`src/rtl/wcm_pkg.sv`:
```
// Package: shared constants and the compare-condition encoding for the
// result window compare monitor. Assumes results are unsigned.
package wcm_pkg;
    parameter int WCM_CH_W    = 5;
    parameter int WCM_DATA_W  = 12;
    parameter int WCM_CNT_W   = 4;
    parameter int WCM_CH_LAST = 17;
    parameter int WCM_GAP_LO  = 8;
    parameter int WCM_GAP_HI  = 12;

    typedef enum logic {
        COND_BELOW    = 1'b0,
        COND_AT_ABOVE = 1'b1
    } cond_e;
endpackage

```
`src/rtl/wcm_match.sv`:
```
// Module: wcm_match
// Decides, combinationally, whether the current result is a match for one
// comparator. Assumes res_valid is a one-cycle strobe per result and that
// the selected channel is static while results flow.
module wcm_match
    import wcm_pkg::*;
#(
    parameter int CH_W    = WCM_CH_W,
    parameter int DATA_W  = WCM_DATA_W,
    parameter int CH_LAST = WCM_CH_LAST,
    parameter int GAP_LO  = WCM_GAP_LO,
    parameter int GAP_HI  = WCM_GAP_HI
) (
    input  logic              res_valid,
    input  logic [CH_W-1:0]   res_chan,
    input  logic [DATA_W-1:0] res_data,
    input  logic              en,
    input  logic              ge,
    input  logic [CH_W-1:0]   sel,
    input  logic [DATA_W-1:0] thresh,
    output logic              hit
);
    localparam logic [CH_W-1:0] LAST_C = CH_W'(CH_LAST);
    localparam logic [CH_W-1:0] LO_C   = CH_W'(GAP_LO);
    localparam logic [CH_W-1:0] HI_C   = CH_W'(GAP_HI);

    logic  sel_ok;
    logic  cond_ok;
    cond_e cond;

    // Purpose: decide whether the selected channel may be compared at all.
    always_comb begin
        sel_ok = (sel <= LAST_C) && !((sel >= LO_C) && (sel <= HI_C));
    end

    // Purpose: apply the chosen condition to the result value.
    always_comb begin
        cond = cond_e'(ge);
        if (cond == COND_AT_ABOVE) cond_ok = (res_data >= thresh);
        else                       cond_ok = (res_data <  thresh);
    end

    // Purpose: combine strobe, enable, channel and condition into one hit.
    always_comb begin
        hit = res_valid && en && sel_ok && (res_chan == sel) && cond_ok;
    end
endmodule

```
`src/rtl/wcm_counter.sv`:
```
// Module: wcm_counter
// Counts hits for one comparator and owns its sticky flag. Assumes clr is a
// single-cycle write-1 pulse and that hit is already qualified by enable.
module wcm_counter
    import wcm_pkg::*;
#(
    parameter int CNT_W = WCM_CNT_W
) (
    input  logic             clk,
    input  logic             rst_n,
    input  logic             en,
    input  logic             hit,
    input  logic [CNT_W-1:0] limit,
    input  logic             clr,
    output logic             flag
);
    logic [CNT_W-1:0] cnt;
    logic             set_ev;

    // Purpose: a set happens on a hit that reaches limit+1 while no flag pends.
    always_comb begin
        set_ev = hit && !flag && (cnt >= limit);
    end

    // Purpose: update the match counter.
    always_ff @(posedge clk) begin
        if (!rst_n)                 cnt <= '0;
        else if (!en)               cnt <= '0;
        else if (set_ev)            cnt <= '0;
        else if (hit && !flag)      cnt <= cnt + CNT_W'(1);
    end

    // Purpose: sticky flag; a set beats a clear in the same cycle.
    always_ff @(posedge clk) begin
        if (!rst_n)      flag <= 1'b0;
        else if (set_ev) flag <= 1'b1;
        else if (clr)    flag <= 1'b0;
    end

    // counter parked at zero while the flag is pending
    p_hold_zero_r5: assert property (@(posedge clk) disable iff (!rst_n)
        flag |-> (cnt == '0));

    // flag holds without a clear
    p_sticky_r8: assert property (@(posedge clk) disable iff (!rst_n)
        (flag && !clr) |=> flag);

    // a clear on a pending flag drops it
    p_clear_r8: assert property (@(posedge clk) disable iff (!rst_n)
        (flag && clr) |=> !flag);

    // disable zeroes the counter and leaves the flag alone
    p_disable_r9: assert property (@(posedge clk) disable iff (!rst_n)
        (!en && !clr) |=> ((cnt == '0) && $stable(flag)));

    // a non-match leaves the counter unchanged
    p_nomatch_hold_r3: assert property (@(posedge clk) disable iff (!rst_n)
        (en && !hit) |=> (cnt == $past(cnt)));

    // a set event raises the flag even with a clear present
    p_set_wins_r10: assert property (@(posedge clk) disable iff (!rst_n)
        (hit && !flag && (cnt >= limit)) |=> flag);
endmodule

```
`src/rtl/wcm_monitor.sv`:
```
// Module: wcm_monitor (top)
// Holds NUM_CMP independent threshold comparators over one tagged result
// stream. Assumes configuration fields are driven from a register block and
// clear pulses are one cycle long.
module wcm_monitor
    import wcm_pkg::*;
#(
    parameter int NUM_CMP = 2,
    parameter int CH_W    = WCM_CH_W,
    parameter int DATA_W  = WCM_DATA_W,
    parameter int CNT_W   = WCM_CNT_W,
    parameter int CH_LAST = WCM_CH_LAST,
    parameter int GAP_LO  = WCM_GAP_LO,
    parameter int GAP_HI  = WCM_GAP_HI
) (
    input  logic                      clk,
    input  logic                      rst_n,
    input  logic                      res_valid,
    input  logic [CH_W-1:0]           res_chan,
    input  logic [DATA_W-1:0]         res_data,
    input  logic [NUM_CMP-1:0]        cfg_en,
    input  logic [NUM_CMP-1:0]        cfg_irq_en,
    input  logic [NUM_CMP-1:0]        cfg_ge,
    input  logic [NUM_CMP*CH_W-1:0]   cfg_chan,
    input  logic [NUM_CMP*CNT_W-1:0]  cfg_limit,
    input  logic [NUM_CMP*DATA_W-1:0] cfg_thresh,
    input  logic [NUM_CMP-1:0]        flag_clr,
    output logic [NUM_CMP-1:0]        cmp_flag,
    output logic [NUM_CMP-1:0]        cmp_irq
);
    localparam logic [CH_W-1:0] LAST_C = CH_W'(CH_LAST);
    localparam logic [CH_W-1:0] LO_C   = CH_W'(GAP_LO);
    localparam logic [CH_W-1:0] HI_C   = CH_W'(GAP_HI);

    logic [NUM_CMP-1:0] hit;

    for (genvar i = 0; i < NUM_CMP; i++) begin : g_cmp
        logic [CH_W-1:0] sel_i;
        assign sel_i = cfg_chan[i*CH_W +: CH_W];

        wcm_match #(
            .CH_W(CH_W), .DATA_W(DATA_W), .CH_LAST(CH_LAST),
            .GAP_LO(GAP_LO), .GAP_HI(GAP_HI)
        ) u_match (
            .res_valid (res_valid),
            .res_chan  (res_chan),
            .res_data  (res_data),
            .en        (cfg_en[i]),
            .ge        (cfg_ge[i]),
            .sel       (sel_i),
            .thresh    (cfg_thresh[i*DATA_W +: DATA_W]),
            .hit       (hit[i])
        );

        wcm_counter #(.CNT_W(CNT_W)) u_cnt (
            .clk   (clk),
            .rst_n (rst_n),
            .en    (cfg_en[i]),
            .hit   (hit[i]),
            .limit (cfg_limit[i*CNT_W +: CNT_W]),
            .clr   (flag_clr[i]),
            .flag  (cmp_flag[i])
        );

        // Purpose: gate the pending flag onto the interrupt line.
        always_comb begin
            cmp_irq[i] = cmp_flag[i] & cfg_irq_en[i];
        end

        // the flag can only rise after a qualified hit
        p_no_hit_no_set_r1: assert property (@(posedge clk) disable iff (!rst_n)
            !hit[i] |=> !$rose(cmp_flag[i]));

        // an excluded or out-of-range selection never yields a hit
        p_excluded_r6: assert property (@(posedge clk) disable iff (!rst_n)
            ((sel_i > LAST_C) || ((sel_i >= LO_C) && (sel_i <= HI_C))) |-> !hit[i]);

        // no interrupt without its enable
        p_irq_gate_r7: assert property (@(posedge clk) disable iff (!rst_n)
            !cfg_irq_en[i] |-> !cmp_irq[i]);
    end
endmodule

```
`config.mk`:
```
export PLATFORM = sky130hd
export DESIGN_NAME = wcm_monitor
export DESIGN_NICKNAME = d
export VERILOG_FILES = /design/src/rtl/wcm_pkg.sv /design/src/rtl/wcm_match.sv /design/src/rtl/wcm_counter.sv /design/src/rtl/wcm_monitor.sv
export SDC_FILE = /design/constraint.sdc
export NUM_CORES = 1
export LEC_CHECK = 0
export CAP_MARGIN = 0
export CORE_MARGIN = 3
export CORE_UTILIZATION = 30
export DETAILED_ROUTE_END_ITERATION = 16
export HOLD_SLACK_MARGIN = 0.05
export SLEW_MARGIN = 40
export SYNTH_ARGS = -nofsm -noshare
export SYNTH_HDL_FRONTEND = slang
export SYNTH_SLANG_ARGS = --single-unit
```
`constraint.sdc`:
```
create_clock -name clk -period 3.4 [get_ports clk]
set_clock_uncertainty 0.2 [all_clocks]
set_input_delay 0.34 -clock clk [delete_from_list [all_inputs] [get_ports clk]]
set_output_delay 0.34 -clock clk [all_outputs]
set_load 0.01 [all_outputs]
```
### After elaboration in Yosys (flattened, before gate mapping)

Cells that the tools add are included.

* register bits after elaboration: 10
* latch bits: 0
* RAM bits: 0
* bits in read-only memories: 0
* input bits: 70
* output and inout bits: 4
* word-level logic and storage cells: 55
* memories: 0

* add/subtract/negate cells: 2
* multipliers: 0
* divide/modulo/power cells: 0
* $lt $le $gt $ge: 12
* equality and inequality tests: 2
* shift-type cells: 0
* muxes and demuxes: 6
* bitwise operators: 5
* reductions and logical operators: 24

Operators by type and width (number)
* $ge 12x12->1: 2
* $lt 12x12->1: 2
* $logic_and 1x1->1: 16
* $eq 5x5->1: 2
* $ge 5x4->1 const B: 2
* $le 5x4->1 const B: 2
* $le 5x5->1 const B: 2
* $add 4x1->4 const B: 2
* $ge 4x4->1: 2
* $mux 1: 6
* $reduce_or 3->1: 2
* $logic_not 1->1: 4
* $reduce_bool 2->1: 2
* $not 1->1: 3
* $and 1x1->1: 2

### Logic depth before layout (Yosys ltp)

* depth after elaboration: 10
* mapped depth: 9
* gate-level depth less buffers: 9

### By module

From an unflattened synthesis, not the netlist that was laid out.

* cells, all modules: 210
* area total of the unflattened synthesis: 1579.0 µm²

Modules (own cells, without submodules)
* wcm_match: instances 2, cells an instance 61, area an instance 411.6 µm², seq. area each 0.0 µm²
* wcm_counter: instances 2, cells an instance 43, area an instance 371.6 µm², seq. area each 100.1 µm²
* wcm_monitor: instances 1, cells an instance 2, area an instance 12.5 µm², seq. area each 0.0 µm²

### Worst setup path before layout

No wires, ideal clock.

* path kind: input to register
* from: in cfg_thresh[1]
* to: reg g_cmp[0].u_cnt.cnt[0]
* setup time: 0.072 ns
* arrival time: 2.102 ns
* required time: 3.128 ns
* slack: 1.026 ns
* cell stages on the path: 9
* path buffers: 0
* cell sequence: inv_1 > ha_1 > nor2b_1 > o211ai_1 > a211oi_1 > a2111oi_4 > nand2_1 > a31oi_1 > mux2i_1

* cells in the longest elaborated chain, start to end: 6
* elaborated cells between the ends (all ways): 7
* those cells by class: order compare: 2; mux: 1; reduce/logical: 4

RTL lines
* start, declared: RTL line wcm_monitor.sv:26 `input logic [NUM_CMP*DATA_W-1:0] cfg_thresh,`
* $lt 12x12->1 / $ge 12x12->1 (equally long branches): RTL line wcm_match.sv:40, wcm_match.sv:39
* $mux 1 *: RTL line wcm_match.sv:39 `if (cond == COND_AT_ABOVE) cond_ok = (res_data >= thresh);`
* $logic_and 1x1->1 *: RTL line wcm_match.sv:45 `hit = res_valid && en && sel_ok && (res_chan == sel) && cond_ok;`
* $logic_and 1x1->1 *: RTL line wcm_counter.sv:22, wcm_counter.sv:30
* $logic_and 1x1->1: RTL line wcm_counter.sv:22 `set_ev = hit && !flag && (cnt >= limit);`
* $reduce_or 3->1 (no source line)
* end signal, assigned: RTL line wcm_counter.sv:30 `else if (hit && !flag) cnt <= cnt + CNT_W'(1);`
* end, declared: RTL line wcm_counter.sv:17 `logic [CNT_W-1:0] cnt;`

Every way passes the cells marked *; elsewhere a longest branch is shown, timed or not.
A chain may end at the register's enable or synchronous reset.

### Final worst setup path

* from: in cfg_thresh[1]
* to: reg g_cmp[0].u_cnt.cnt[3]

The elaborated chain is that of the path after synthesis.

==> summary.md <==
| Metric | Value |
|---|---|
| Largest family of logic cells by synthesized area | `adder cells` |
| Largest cells by area after synthesis | `ha_1 (27%), dfxtp_1 (13%), inv_1 (9.2%), nand4_1 (3.6%), a21oi_1 (3.5%)` |
| Proportion of layout cells with a drive suffix above 1 | `around 2.6%` |
| Core Area | `4880 µm²` |
| Fin nets | `379` |
| DRC viols | `0` |
| RSZ-0062 raised after global routing | `false` |
| Clock sinks | `10` |
| Mux cell area share after synthesis | `1.29%` |
| Crit path kind | `in2reg` |
| Sw Pwr | `about 110 µW` |
| Most frequent cells in the layout | `clkdlybuf4s50_1 (73), inv_1 (38), ha_1 (34)` |
| Max FO, Critical Path | `5` |
| Die area | `6090 µm²` |
| Clock-pin slew on the worst setup and hold paths | `40 ps` |
| Syn Nets | `~300` |
| Initial core utilization | `a little under a third` |
| Reported max-cap violation count | `0` |
| Mapped cell area | `1560 µm²` |
| Die Span Y | `between 70 and 80 µm` |
| First-pass GRT wire length | `about 6.9 mm` |
| Worst-margin pin slew | `~500 ps` |
| Post-synth cell types | `43` |
| Req. time, crit path | `~3300 ps` |
| CTS Buf Count | `3` |
| Setup Fix Bufs, Post-CTS | `0` |
| CP Launch Type | `input port` |
| Final instance area | `~2400 µm²` |
| Final core utilization | `a little under 50%` |
| Number of DRC markers in iteration 0 | `24` |
| Dpl cell area | `between 2000 and 2500 µm²` |
| P_int | `309 µW` |
| Post-DP HPWL | `~3.6 mm` |
| Post-Synth Adder-Cell Area | `around 27%` |
| Largest net degree at the start of global routing | `14` |
| GRT Util Overall | `between 10% and 20%` |
| Syn avg cell area | `around 7.7 µm²` |
| Initial antenna violation count | `0` |
| Avg WL per Cell | `~12 µm` |
| Area Growth Syn to Fin | `53.5%` |
| Vias/cell | `between 4 and 5` |
| Nature of the critical path endpoint | `flip-flop` |
| Total Power | `between 400 and 500 µW` |
| CTS Hold Bufs | `0` |
| Drt pass-1 iters | `4` |
| Fmax | `355 MHz` |
| Reg2reg setup slack | `between 1000 and 1500 ps` |
| ANT cells | `0` |
| Placer Congestion | `approximately 0.78` |
| Yosys top cell by area | `ha_1` |
| CTS root buffer | `clkbuf_8` |
| Simple-gate share of the synthesized area | `between 20% and 30%` |
| Min Tclk post-route | `between 2000 and 3000 ps` |
| Remaining Overflow, GRT | `0` |
| Vias post-DR | `around 1600` |
| Seq pwr share | `between 20 and 30%` |
| Result of the run | `completed` |
| Clock share of power | `between 20% and 30%` |
| Die Wd | `78.0 µm` |
| Final worst path period share | `~83%` |
| Final hold violations | `0` |
| Site row count | `25` |
| Post_cts resized | `0` |
| Post-synthesis sequential area ratio | `between 10% and 20%` |
| Worst VDD drop | `approximately 0.25 mV` |
| H-tree Lvls | `1` |
| DRT antenna net count | `0` |
| Leading cell type in the layout, fill and taps excluded | `clkdlybuf4s50_1` |
| # IOs | `74` |
| Worst path arrival time | `about 2700 ps` |
| Final Max Slew Viols | `0` |
| Comb power frac | `44.3%` |
| #FFs+latches synth | `10` |
| Leak Pwr | `about 1.1 nW` |
| Worst-Skew Late Latency | `~230 ps` |
| PortBufs | `73` |
| Switching part of the total | `about a quarter` |
| CTS tree | `done` |
| Post-synthesis compound-gate area fraction | `22.7%` |
| Max Root-Sink Buffers | `2` |
| Power per cell area | `177 nW/µm²` |
| Top cell type's share of synthesized area | `~27%` |
| Mapped Cells | `about 200` |
| Wirelength, routed | `between 4 and 5 mm` |
| Vias in the first global route | `approximately 1500` |
| Xor/xnor share of the synthesized area | `2.81%` |
| Ys Warns | `0` |
| Setup violators final | `0` |
| Slew Limit Headroom | `approximately two thirds` |
| HP Class | `reg2reg` |
| Setup tns final | `0 ps` |
[through the flow]
stage | worst slack (ps) | hold slack, ps | instances
6_report | 580 | 279 | 340
4_1_cts | 551 | 279 | 340
5_1_grt | 400 | 288 | 340
3_5_place_dp | 311 | 272 | 337
2_1_floorplan | 1030 | 246 | 201
3_3_place_gp | 375 | 275 | 337
[synthesized netlist by cell type]
cell type and count:
o22ai_1 2, a21o_1 2, o211a_1 1, and2_1 2, a211oi_1 3, nor4b_1 1, a2bb2oi_2 1, or3_1 1
mux2i_1 2, dfxtp_1 10, o41ai_1 1, nand2b_1 3, a21oi_1 11, xor2_1 3, nor3b_1 2, nand4_1 9
a2111oi_0 2, or4b_1 2, o31ai_1 2, clkbuf_1 2, a2111oi_4 2, and2b_1 1, o2111ai_1 3, ha_1 34
inv_1 38, buf_4 2, and3_1 1, or2_2 1, nor3_1 4, a211o_1 1, nor2b_1 3, nand2_1 10
o21ai_0 11, a21boi_0 1, nor2_1 5, or4_1 1, nand3_1 9, xnor2_1 2, a31oi_1 1, a22o_1 1
nand3b_1 4, nor4_1 2, o211ai_1 2
[state kept, by name, summed over array words and instances (netlist names)]
name,count
g_cmp.u_cnt.flag,2
g_cmp.u_cnt.cnt,8
[cell families (layout without fill, tap and decap cells)]
| kind of cell | Yosys count | in the layout |
|---|---|---|
| adder cells (fa/ha/maj) | 34 | 34 |
| AO/OA/AOI/OAI | 47 | 47 |
| AND/OR/NAND/NOR | 61 | 61 |
| buffers and inverters | 42 | 114 |
| multiplexers | 2 | 2 |
| XOR/XNOR | 5 | 5 |
| flip-flops | 10 | 10 |
[worst max-delay path: stages]
cell	delay, ps
clkdlybuf4s50_1	450
inv_1	40
ha_1	270
nor2b_1	130
o211ai_1	160
a211oi_1	130
a2111oi_4	430
nand2_1	130
a31oi_1	470
o21ai_0	160
[final cells by class]
class	count	area [µm²]
clock buffer	3	41.3
fill	512	2490
multi-input combinational	149	1190
tap	67	83.8
sequential	10	200
inverter	38	143
timing repair buffer	73	731
[power by group through the flow]
stage	logic, mW	registers [mW]	clock network (mW)
detailed placement	0.187	0.120	0
global placement	0.187	0.120	0
global route	0.210	0.118	0.127
CTS	0.189	0.118	0.122
floorplan	0.0818	0.120	0
finish	0.187	0.118	0.117
[layer usage]
layer | wire length (µm) | track usage (%) | vias up
met1 | 1920 | 18.8 | 711
li1 | - | - | 877
met4 | 14 | 1.57 | 0
met5 | 0 | 0 | -
met3 | 172 | 2.98 | 2
met2 | 1980 | 21.7 | 29
[path summary, 6_finish.rpt]
check,startpoint,endpoint,cells past startpoint
min reg2reg,g_cmp[1].u_cnt.cnt[3],g_cmp[1].u_cnt.cnt[3],1
max,cfg_thresh[1],g_cmp[0].u_cnt.cnt[3],10
max reg2reg,g_cmp[1].u_cnt.cnt[0],g_cmp[1].u_cnt.cnt[2],7
min,g_cmp[1].u_cnt.cnt[3],g_cmp[1].u_cnt.cnt[3],1
(Power assumes the default switching activity.)
